==> src/rtl/ltg_pkg.sv <==
package ltg_pkg;
    localparam int unsigned STATE_W   = 64;
    localparam int unsigned DRAW_W    = 8;
    localparam int unsigned DIGIT_W   = 2;
    localparam logic [STATE_W-1:0] FB_MASK    = 64'hD800_0000_0000_0000;
    localparam logic [STATE_W-1:0] ZERO_SEED  = 64'h0000_0000_0000_0001;
endpackage

==> src/rtl/ltg_lfsr.sv <==
module ltg_lfsr
    import ltg_pkg::*;
#(
    parameter int unsigned STEPS = 64,
    parameter int unsigned OUT_W = 48
) (
    input  logic               clk,
    input  logic               rst_n,
    input  logic [STATE_W-1:0] seed_i,
    input  logic               adv_i,
    output logic [OUT_W-1:0]   state_o
);
    logic [STATE_W-1:0] state_q, state_d, walk;

    always_comb begin
        walk = state_q;
        for (int i = 0; i < STEPS; i++) begin
            walk = (walk >> 1) ^ (walk[0] ? FB_MASK : '0);
        end
        state_d = adv_i ? walk : state_q;
    end

    always_ff @(posedge clk) begin
        if (!rst_n) state_q <= (seed_i == '0) ? ZERO_SEED : seed_i;
        else        state_q <= state_d;
    end

    assign state_o = state_q[OUT_W-1:0];
endmodule

==> src/rtl/ltg_level_sel.sv <==
module ltg_level_sel
    import ltg_pkg::*;
#(
    parameter int unsigned LEVELS = 5,
    parameter int unsigned LVL_W  = 3
) (
    input  logic [DRAW_W*(LEVELS-1)-1:0] draw_i,
    input  logic [DRAW_W-1:0]            alpha_i,
    output logic [LVL_W-1:0]             level_o
);
    logic [LEVELS-2:0] escape;

    for (genvar k = 0; k < LEVELS - 1; k++) begin : g_cmp
        assign escape[k] = draw_i[DRAW_W*k +: DRAW_W] < alpha_i;
    end

    always_comb begin
        level_o = LVL_W'(LEVELS);
        for (int k = LEVELS - 2; k >= 0; k--) begin
            if (!escape[k]) level_o = LVL_W'(k + 1);
        end
    end
endmodule

==> src/rtl/ltg_dest_build.sv <==
module ltg_dest_build
    import ltg_pkg::*;
#(
    parameter int unsigned LEVELS = 5,
    parameter int unsigned LVL_W  = 3,
    localparam int unsigned ADDR_W = DIGIT_W * LEVELS
) (
    input  logic [ADDR_W-1:0]         src_i,
    input  logic [LVL_W-1:0]          level_i,
    input  logic [DRAW_W-1:0]         off_i,
    input  logic [ADDR_W-DIGIT_W-1:0] fill_i,
    output logic [ADDR_W-1:0]         dst_o
);
    logic [DRAW_W-1:0]  off_mod;
    logic [DIGIT_W-1:0] shift;

    assign off_mod = off_i % DRAW_W'(3);
    assign shift   = DIGIT_W'(1) + off_mod[DIGIT_W-1:0];

    for (genvar d = 0; d < LEVELS; d++) begin : g_digit
        localparam logic [LVL_W-1:0] HERE = LVL_W'(d + 1);
        logic [DIGIT_W-1:0] own;
        assign own = src_i[DIGIT_W*d +: DIGIT_W];
        if (d == LEVELS - 1) begin : g_top
            assign dst_o[DIGIT_W*d +: DIGIT_W] =
                (level_i == HERE) ? own + shift : own;
        end else begin : g_low
            assign dst_o[DIGIT_W*d +: DIGIT_W] =
                (level_i <  HERE) ? own :
                (level_i == HERE) ? own + shift :
                                    fill_i[DIGIT_W*d +: DIGIT_W];
        end
    end
endmodule

==> src/rtl/loc_traffic_gen.sv <==
module loc_traffic_gen
    import ltg_pkg::*;
#(
    parameter int unsigned LEVELS = 5,
    parameter int unsigned FLIT_W = 256,
    parameter int unsigned RATE_W = 16,
    parameter int unsigned SEQ_W  = 16,
    localparam int unsigned ADDR_W  = DIGIT_W * LEVELS,
    localparam int unsigned LVL_W   = $clog2(LEVELS + 1),
    localparam int unsigned OFF_LSB = DRAW_W * (LEVELS - 1),
    localparam int unsigned RND_LSB = OFF_LSB + DRAW_W,
    localparam int unsigned USE_W   = RND_LSB + ADDR_W - DIGIT_W
) (
    input  logic               clk,
    input  logic               rst_n,
    input  logic [STATE_W-1:0] seed_i,
    input  logic               enable_i,
    input  logic [ADDR_W-1:0]  src_id_i,
    input  logic [DRAW_W-1:0]  alpha_i,
    input  logic [RATE_W-1:0]  rate_i,
    output logic               flit_valid_o,
    input  logic               flit_ready_i,
    output logic [FLIT_W-1:0]  flit_data_o
);
    typedef struct packed {
        logic              valid;
        logic [RATE_W-1:0] gap;
        logic [SEQ_W-1:0]  cnt;
        logic [SEQ_W-1:0]  seq;
        logic [ADDR_W-1:0] src;
        logic [ADDR_W-1:0] dst;
    } gen_state_t;

    gen_state_t st_q, st_d;
    logic               adv;
    logic [USE_W-1:0]   rnd;
    logic [LVL_W-1:0]   level;
    logic [ADDR_W-1:0]  dst_w;

    ltg_lfsr #(.STEPS(STATE_W), .OUT_W(USE_W)) u_lfsr (
        .clk     (clk),
        .rst_n   (rst_n),
        .seed_i  (seed_i),
        .adv_i   (adv),
        .state_o (rnd)
    );

    ltg_level_sel #(.LEVELS(LEVELS), .LVL_W(LVL_W)) u_level (
        .draw_i  (rnd[OFF_LSB-1:0]),
        .alpha_i (alpha_i),
        .level_o (level)
    );

    ltg_dest_build #(.LEVELS(LEVELS), .LVL_W(LVL_W)) u_dest (
        .src_i   (src_id_i),
        .level_i (level),
        .off_i   (rnd[OFF_LSB +: DRAW_W]),
        .fill_i  (rnd[RND_LSB +: ADDR_W-DIGIT_W]),
        .dst_o   (dst_w)
    );

    always_comb begin
        st_d = st_q;
        adv  = 1'b0;
        if (st_q.valid) begin
            if (flit_ready_i) begin
                st_d.valid = 1'b0;
                st_d.gap   = rate_i;
            end
        end else if (st_q.gap != '0) begin
            st_d.gap = st_q.gap - RATE_W'(1);
        end else if (enable_i) begin
            st_d.valid = 1'b1;
            st_d.src   = src_id_i;
            st_d.dst   = dst_w;
            st_d.seq   = st_q.cnt;
            st_d.cnt   = st_q.cnt + SEQ_W'(1);
            adv        = 1'b1;
        end
    end

    always_ff @(posedge clk) begin
        if (!rst_n) st_q <= '0;
        else        st_q <= st_d;
    end

    assign flit_valid_o = st_q.valid;
    assign flit_data_o  = {{(FLIT_W - SEQ_W - 2*ADDR_W){1'b0}}, st_q.seq, st_q.dst, st_q.src};
endmodule

==> config.mk <==
export PLATFORM = sky130hd
export DESIGN_NAME = loc_traffic_gen
export DESIGN_NICKNAME = d
export VERILOG_FILES = /design/src/rtl/ltg_pkg.sv /design/src/rtl/ltg_lfsr.sv /design/src/rtl/ltg_level_sel.sv /design/src/rtl/ltg_dest_build.sv /design/src/rtl/loc_traffic_gen.sv
export SDC_FILE = /design/constraint.sdc
export NUM_CORES = 1
export LEC_CHECK = 0
export ABC_CLOCK_PERIOD_IN_PS = 4300
export BUFFER_PORTS_ARGS = -buffer_cell sky130_fd_sc_hd__buf_2
export CAP_MARGIN = 10
export CORE_ASPECT_RATIO = 1.5
export CORE_MARGIN = 2
export CORE_UTILIZATION = 47
export DETAILED_ROUTE_END_ITERATION = 6
export PLACE_DENSITY = 0.88
export SKIP_CTS_REPAIR_TIMING = 1
export SLEW_MARGIN = 0
export SYNTH_ARGS = -nofsm -noshare
export SYNTH_HDL_FRONTEND = slang
export SYNTH_SLANG_ARGS = --single-unit
==> constraint.sdc <==
create_clock -name clk -period 4.3 [get_ports clk]
set_clock_uncertainty 0.15 [all_clocks]
set_input_delay 0.215 -clock clk [delete_from_list [all_inputs] [get_ports clk]]
set_output_delay 0.215 -clock clk [all_outputs]
set_load 0.01 [all_outputs]
=== Word-level counts from Yosys, hierarchy flattened ===
Cells that the tools add are included.

* Register bits after elaboration: 133
* Output and inout bits: 257
* Word-level logic and storage cells: 188

* $add $sub $neg: 8
* Divide/modulo/power cells: 1
* Order comparisons: 8
* Equal/unequal tests: 7
* Muxes and demuxes: 86
* Bitwise gates (word level): 66
* Reduce and logical (&&, ||, !) cells: 5

{| class="wikitable"
|+ Operators with widths
! cell !! number
|-
| two-way mux 64 bit || 67
|-
| bitwise XOR 63 x 64 -> 64 bit || 64
|-
| logical NOT 64 bit || 1
|-
| two-way mux 17 bit || 2
|-
| < comparator 8 bit || 4
|-
| two-way mux 2 bit || 9
|-
| adder 16 x 1 -> 16 bit (second input constant) || 1
|-
| two-way mux 16 bit || 1
|-
| nonzero test 16 bit || 1
|-
| subtractor 16 x 1 -> 16 bit (second input constant) || 1
|-
| adder 2 bit || 5
|-
| two-way mux 3 bit || 3
|-
| modulo 8 x 2 -> 8 bit (second input constant) || 1
|-
| equality test 3 x 2 -> 1 bit (second input constant) || 2
|-
| equality test 3 bit (second input constant) || 2
|-
| < comparator 3 x 2 -> 1 bit (second input constant) || 2
|-
| two-way mux 1 bit || 4
|-
| equality test 3 x 1 -> 1 bit (second input constant) || 1
|-
| < comparator 3 x 1 -> 1 bit (second input constant) || 1
|-
| < comparator 3 bit (second input constant) || 1
|-
| AND reduction 3 bit || 1
|-
| adder 1 x 2 -> 2 bit (first input constant) || 1
|-
| != test 2 x 1 -> 1 bit (second input constant) || 1
|-
| != test 2 bit (second input constant) || 1
|-
| 3 further kinds || 4
|}

=== Longest topological paths before layout ===
* Word-level depth: 130
* Depth in mapped cells: 22

=== Cells and area by module ===
From an unflattened synthesis, not the netlist that was laid out.

* Cell total of the unflattened synthesis: 1248
* Area, all modules: 10804.1 um^2

{| class="wikitable"
|+ By module, submodules not included
! module !! times used !! cells an instance !! area an instance (um^2)
|-
| loc_traffic_gen || 1 || 641 || 4912.2
|-
| ltg_lfsr || 1 || 417 || 4355.4
|-
| ltg_dest_build || 1 || 113 || 883.3
|-
| ltg_level_sel || 1 || 77 || 653.1
|}

=== Least setup slack after synthesis ===
No wires, ideal clock.

* Path type: register -> register
* Start point: reg u_lfsr.state_q[37]
* End point: reg st_q, in the netlist flit_data_o[13]
* Library setup time: 0.074 ns
* Arrival: 4.385 ns
* Required time: 4.076 ns
* Path slack: -0.309 ns
* Stages on the path, launching flop included: 23
* Path buffers: 2
* Clock period less this slack: 4.609 ns
* Cell sequence: edfxtp_1 buf_2 inv_1 ha_1 o21ai_4 xor2_2 buf_6 a211oi_1 a211oi_1 o221ai_2 ha_1 a21oi_1 nand4_1 xnor2_1 ha_1 inv_1 o2111ai_4 xnor2_1 ha_1 xnor2_1 xnor3_1 or3_1 a31oi_1

* Word-level cells in the longest chain between the ends: 5

{| class="wikitable"
|+ Ends and longest elaborated chain
! item !! line !! text
|-
| start, declared || ltg_lfsr.sv:13 || <nowiki>logic [STATE_W-1:0] state_q, state_d, walk;</nowiki>
|-
| start signal, assigned || ltg_lfsr.sv:24 || <nowiki>if (!rst_n) state_q <= (seed_i == '0) ? ZERO_SEED : seed_i;</nowiki>
|-
| start signal, assigned || ltg_lfsr.sv:25 || <nowiki>else state_q <= state_d;</nowiki>
|-
| modulo 8 x 2 -> 8 bit || ltg_dest_build.sv:17 || <nowiki>assign off_mod = off_i % DRAW_W'(3);</nowiki>
|-
| adder 1 x 2 -> 2 bit || ltg_dest_build.sv:18 || <nowiki>assign shift = DIGIT_W'(1) + off_mod[DIGIT_W-1:0];</nowiki>
|-
| adder 2 bit || ltg_dest_build.sv:30 || <nowiki>(level_i == HERE) ? own + shift :</nowiki>
|-
| two-way mux 2 bit || ltg_dest_build.sv:30 ||
|-
| two-way mux 2 bit || ltg_dest_build.sv:29 || <nowiki>(level_i < HERE) ? own :</nowiki>
|-
| end signal, assigned || loc_traffic_gen.sv:84 || <nowiki>else st_q <= st_d;</nowiki>
|-
| end, declared || loc_traffic_gen.sv:34 || <nowiki>gen_state_t st_q, st_d;</nowiki>
|}

No other way between the ends.
A chain may end at the register's enable or synchronous reset.

=== Worst setup path after layout ===
* Start point: reg u_lfsr.state_q[38]
* End point: reg st_q, in the netlist flit_data_o[13]

Same word-level chain as after synthesis.

==> summary.txt <==
Power
  – Pwr/cell area: 937 mW/mm^2
  – Overall Power: between 10000 and 15000 uW
  – Worst vdd ir: 0.000551 V
  – Leak pwr: 0.00524 uW

Drt
  – Drt drc: 0
  – Total wire length: roughly 29000 um
  – Vias: a little under 9000
  – Routed Antenna Nets: 0
  – WL/cell: 16.7 um
  – Vias/cell: about 5.2
  – DRT iter0 DRCs: between 500 and 600
  – Drt pass-1 iters: 4

Synthesis
  – Cell count after synthesis: 1237
  – Register area share after synthesis: a little under a third
  – FFs w/ async S/R, synth: 0%
  – Synth Register Bits: between 100 and 150
  – Post-synth top flop: dfxtp_1
  – Mapped Area: about 0.011 mm^2
  – Number of flops mapped to enable cells by yosys: between 60 and 70
  – Ys Warns: 0
  – Unique masters post-synth: 76
  – Mean Syn Cell Area: approximately 8.7 um^2

Flow run
  – Maxcap violations: 0

Worst setup path
  – Slowest stage cell, crit path: edfxtp_1
  – CP top delay family: compound AO/OA/AOI/OAI gates
  – Bufs and invs on worst path: 2
  – Arr. time, crit path: ~4.4 ns
  – Crit Path Class: flop to flop
  – R2R Setup Slk: approximately 0.076 ns
  – R2R depth: 20
  – CP Cell Sequence: ha_2 -> buf_12 -> xnor2_4 -> nor2_1 -> o211ai_1 -> a2bb2oi_1 -> o221ai_2 -> ha_2 -> a21oi_2 -> nand4_1 -> xnor2_1 -> ha_2 -> inv_2 -> o2111ai_4 -> xnor2_2 -> ha_2 -> xnor2_2 -> xnor3_1 -> or3_1 -> a31oi_1
  – Worst-path fanout max: 7
  – RR Endpoint: flit_data_o[13]
  – R2R Path Start: u_lfsr.state_q[38]
  – WP data required: 4.51 ns
  – Worst setup EP type: flop
  – Most frequent CP cell: ha_2
  – CP Depth: 20
  – Crit-path max cell delay: approximately 0.45 ns
  – Type of origin of the critical path: flop

Hold path
  – Hold Path Origin: seed_i[55]
  – Type of the worst min-delay path: primary input to flop
  – WHS Path Cells: 3
  – Hold Path Sink: u_lfsr.state_q[55]

Place
  – Placement Cell Area: 0.0108 mm^2
  – I/O Buffers: around 140
  – DP Wirelength: 20600 um
  – GPL Wtd Cong: 0.918
  – Setup WS pre-CTS: -0.0915 ns
  – Dpl cells: around 1600

Timing
  – Worst-Margin Slew: 1.21 ns
  – RSZ-0062 raised after global routing: yes
  – Fin. max-slew vios: 0
  – Final Hold Vio Count: 9
  – Period minus WS final: between 4 and 5 ns
  – Hold_ws: -0.0283 ns
  – Post-route clock period utilization: a little over nine tenths
  – Setup_tns: 0 ns
  – Final setup fails: 0
  – Fmax: roughly 240 MHz
  – Worst setup margin: between 0.07 and 0.08 ns
  – Slew HR: about a fifth

Clock network
  – Clock Path Buffers: 2
  – CTS tree: yes
  – Clock latency on the worst-skew pair: approximately 0.44 ns
  – Clk root buf: clkbuf_16
  – Total CTS buffers: 17
  – Num Clock Sinks: ~130
  – Worst-path clk slew: roughly 0.070 ns
  – H-Tree Depth: 4

Global route
  – First-pass GRT wire length: roughly 41000 um
  – Antenna violations before repair: 2
  – Vias in the first global route: around 8100
  – Largest net degree at the start of global routing: just under 70
  – GRT Total Usage: 21.9%
  – GRT Residual Overflow: 0

Cells and area
  – Most frequent cells in the layout: conb_1 (220), buf_2 (138), xnor2_1 (132), nand2_1 (125), a21oi_1 (86)
  – Total Nets Final: approximately 1600
  – Post-route cell area: 0.0122 mm^2
  – Synth-to-Final Area Change: 14.0%
  – Most common cell after layout, fill and taps aside: conb_1
  – Layout cells sized above 1: between 15 and 20%
  – Non-Filler Instances: roughly 1700
  – Number of fill cells: 1940

Floorplan
  – Die Y: between 150 and 200 um
  – Initial core utilization: approximately 48%
  – Die width: ~130 um
  – Row count: 67
  – I/O Pins: roughly 360
  – Core ar.: about 0.022 mm^2
  – DIE AREA: between 0.02 and 0.025 mm^2

Run status
  – Failing checks: negative hold slack
  – Status: complete, but fails checks
## Yosys cell counts, types with 3 or more instances
cell	n	area, um^2
a211oi_1	12	90.1
a21o_1	4	30.0
a21oi_1	88	440
a22o_1	6	52.6
a22oi_1	8	60.1
a31oi_1	3	18.8
and2_1	6	37.5
and3_1	5	31.3
buf_2	5	25.0
buf_4	259	1940
clkbuf_1	34	128
dfxtp_1	69	1380
edfxtp_1	64	1920
ha_1	48	601
inv_1	21	78.8
mux2i_1	9	90.1
nand2_1	126	473
nand2b_1	8	50.1
nand3_1	9	45.0
nand4_1	12	75.1
nor2_1	75	282
nor2b_1	8	50.1
nor3_1	12	60.1
nor3b_1	3	22.5
nor4_1	20	125
o211ai_1	7	52.6
o21ai_0	78	390
o22ai_1	3	18.8
or3_1	11	68.8
xnor2_1	137	1200
xnor3_1	4	90.1
xor2_1	28	245
## how the worst max path moves through the flow
stage,start,end,slack [ns]
6_report,u_lfsr.state_q[38],flit_data_o[13],0.08
5_1_grt,u_lfsr.state_q[38],flit_data_o[13],-0.15
4_1_cts,u_lfsr.state_q[38],flit_data_o[13],-0.11
3_5_place_dp,u_lfsr.state_q[38],flit_data_o[13],-0.09
3_3_place_gp,u_lfsr.state_q[38],flit_data_o[13],0.06
2_1_floorplan,u_lfsr.state_q[37],flit_data_o[13],0.008
## per-layer routing
layer	up-vias	global-route usage (%)	wire (um)
met1	4162	23.8	10600
met2	453	38.6	14400
met5	-	0	0
li1	4111	-	-
met4	0	12.5	1530
met3	77	5.23	2000
## per-stage QoR
| stage | utilization [%] | hold slack [ns] |
|---|---|---|
| 2_1_floorplan | - | 0.205 |
| 3_3_place_gp | 48.4 | 0.288 |
| 3_5_place_dp | 48.4 | 0.295 |
| 4_1_cts | 51.1 | -0.152 |
| 5_1_grt | 54.7 | 0.00111 |
| 6_report | 54.7 | -0.0283 |
## final cells by class
class / count / area, um^2 / share of cell area [%]
timing repair buffer: 244 / 1690 / 13.8
antenna: 1 / 2.50 / 0.0204
sequential: 133 / 3300 / 27.0
multi-input combinational: 998 / 6210 / 50.7
inverter: 23 / 86.3 / 0.705
clock inverter: 14 / 176 / 1.44
tap: 276 / 345 / 2.82
clock buffer: 18 / 429 / 3.50
## registers in the layout, summed over array words and instances (netlist names)
register,flops
flit_valid_o,1
flit_data_o,36
u_lfsr.state_q,64
st_q,32
## where the power goes
group / leakage [uW] / internal [uW] / total [uW] / switching [uW]
Sequential: 0.00119 / 1960 / 2540 / 589
Combinational: 0.00376 / 3820 / 7410 / 3590
Clock: 0.000287 / 917 / 1530 / 609
## logic make-up (layout without fill, tap and decap cells)
kind of cell | Yosys count | after routing | synth area share (%)
other | 1 | 221 | 0.0349
AND/OR/NAND/NOR | 313 | 313 | 13.7
buffers and inverters | 325 | 299 | 20.6
AO/OA/AOI/OAI | 231 | 231 | 12.9
adder cells (fa/ha/maj) | 48 | 48 | 5.59
flip-flops | 133 | 133 | 30.8
multiplexers | 13 | 13 | 1.40
XOR/XNOR | 173 | 173 | 15.0
## worst reg2reg max path, stage by stage (launching register included)
cell and delay (ns):
edfxtp_1 0.45, ha_2 0.22, buf_12 0.15, xnor2_4 0.23
nor2_1 0.11, o211ai_1 0.25, a2bb2oi_1 0.23, o221ai_2 0.15
ha_2 0.25, a21oi_2 0.13, nand4_1 0.12, xnor2_1 0.16
ha_2 0.18, inv_2 0.06, o2111ai_4 0.11, xnor2_2 0.19
ha_2 0.23, xnor2_2 0.11, xnor3_1 0.21, or3_1 0.31
a31oi_1 0.15
(Power assumes the default switching activity.)
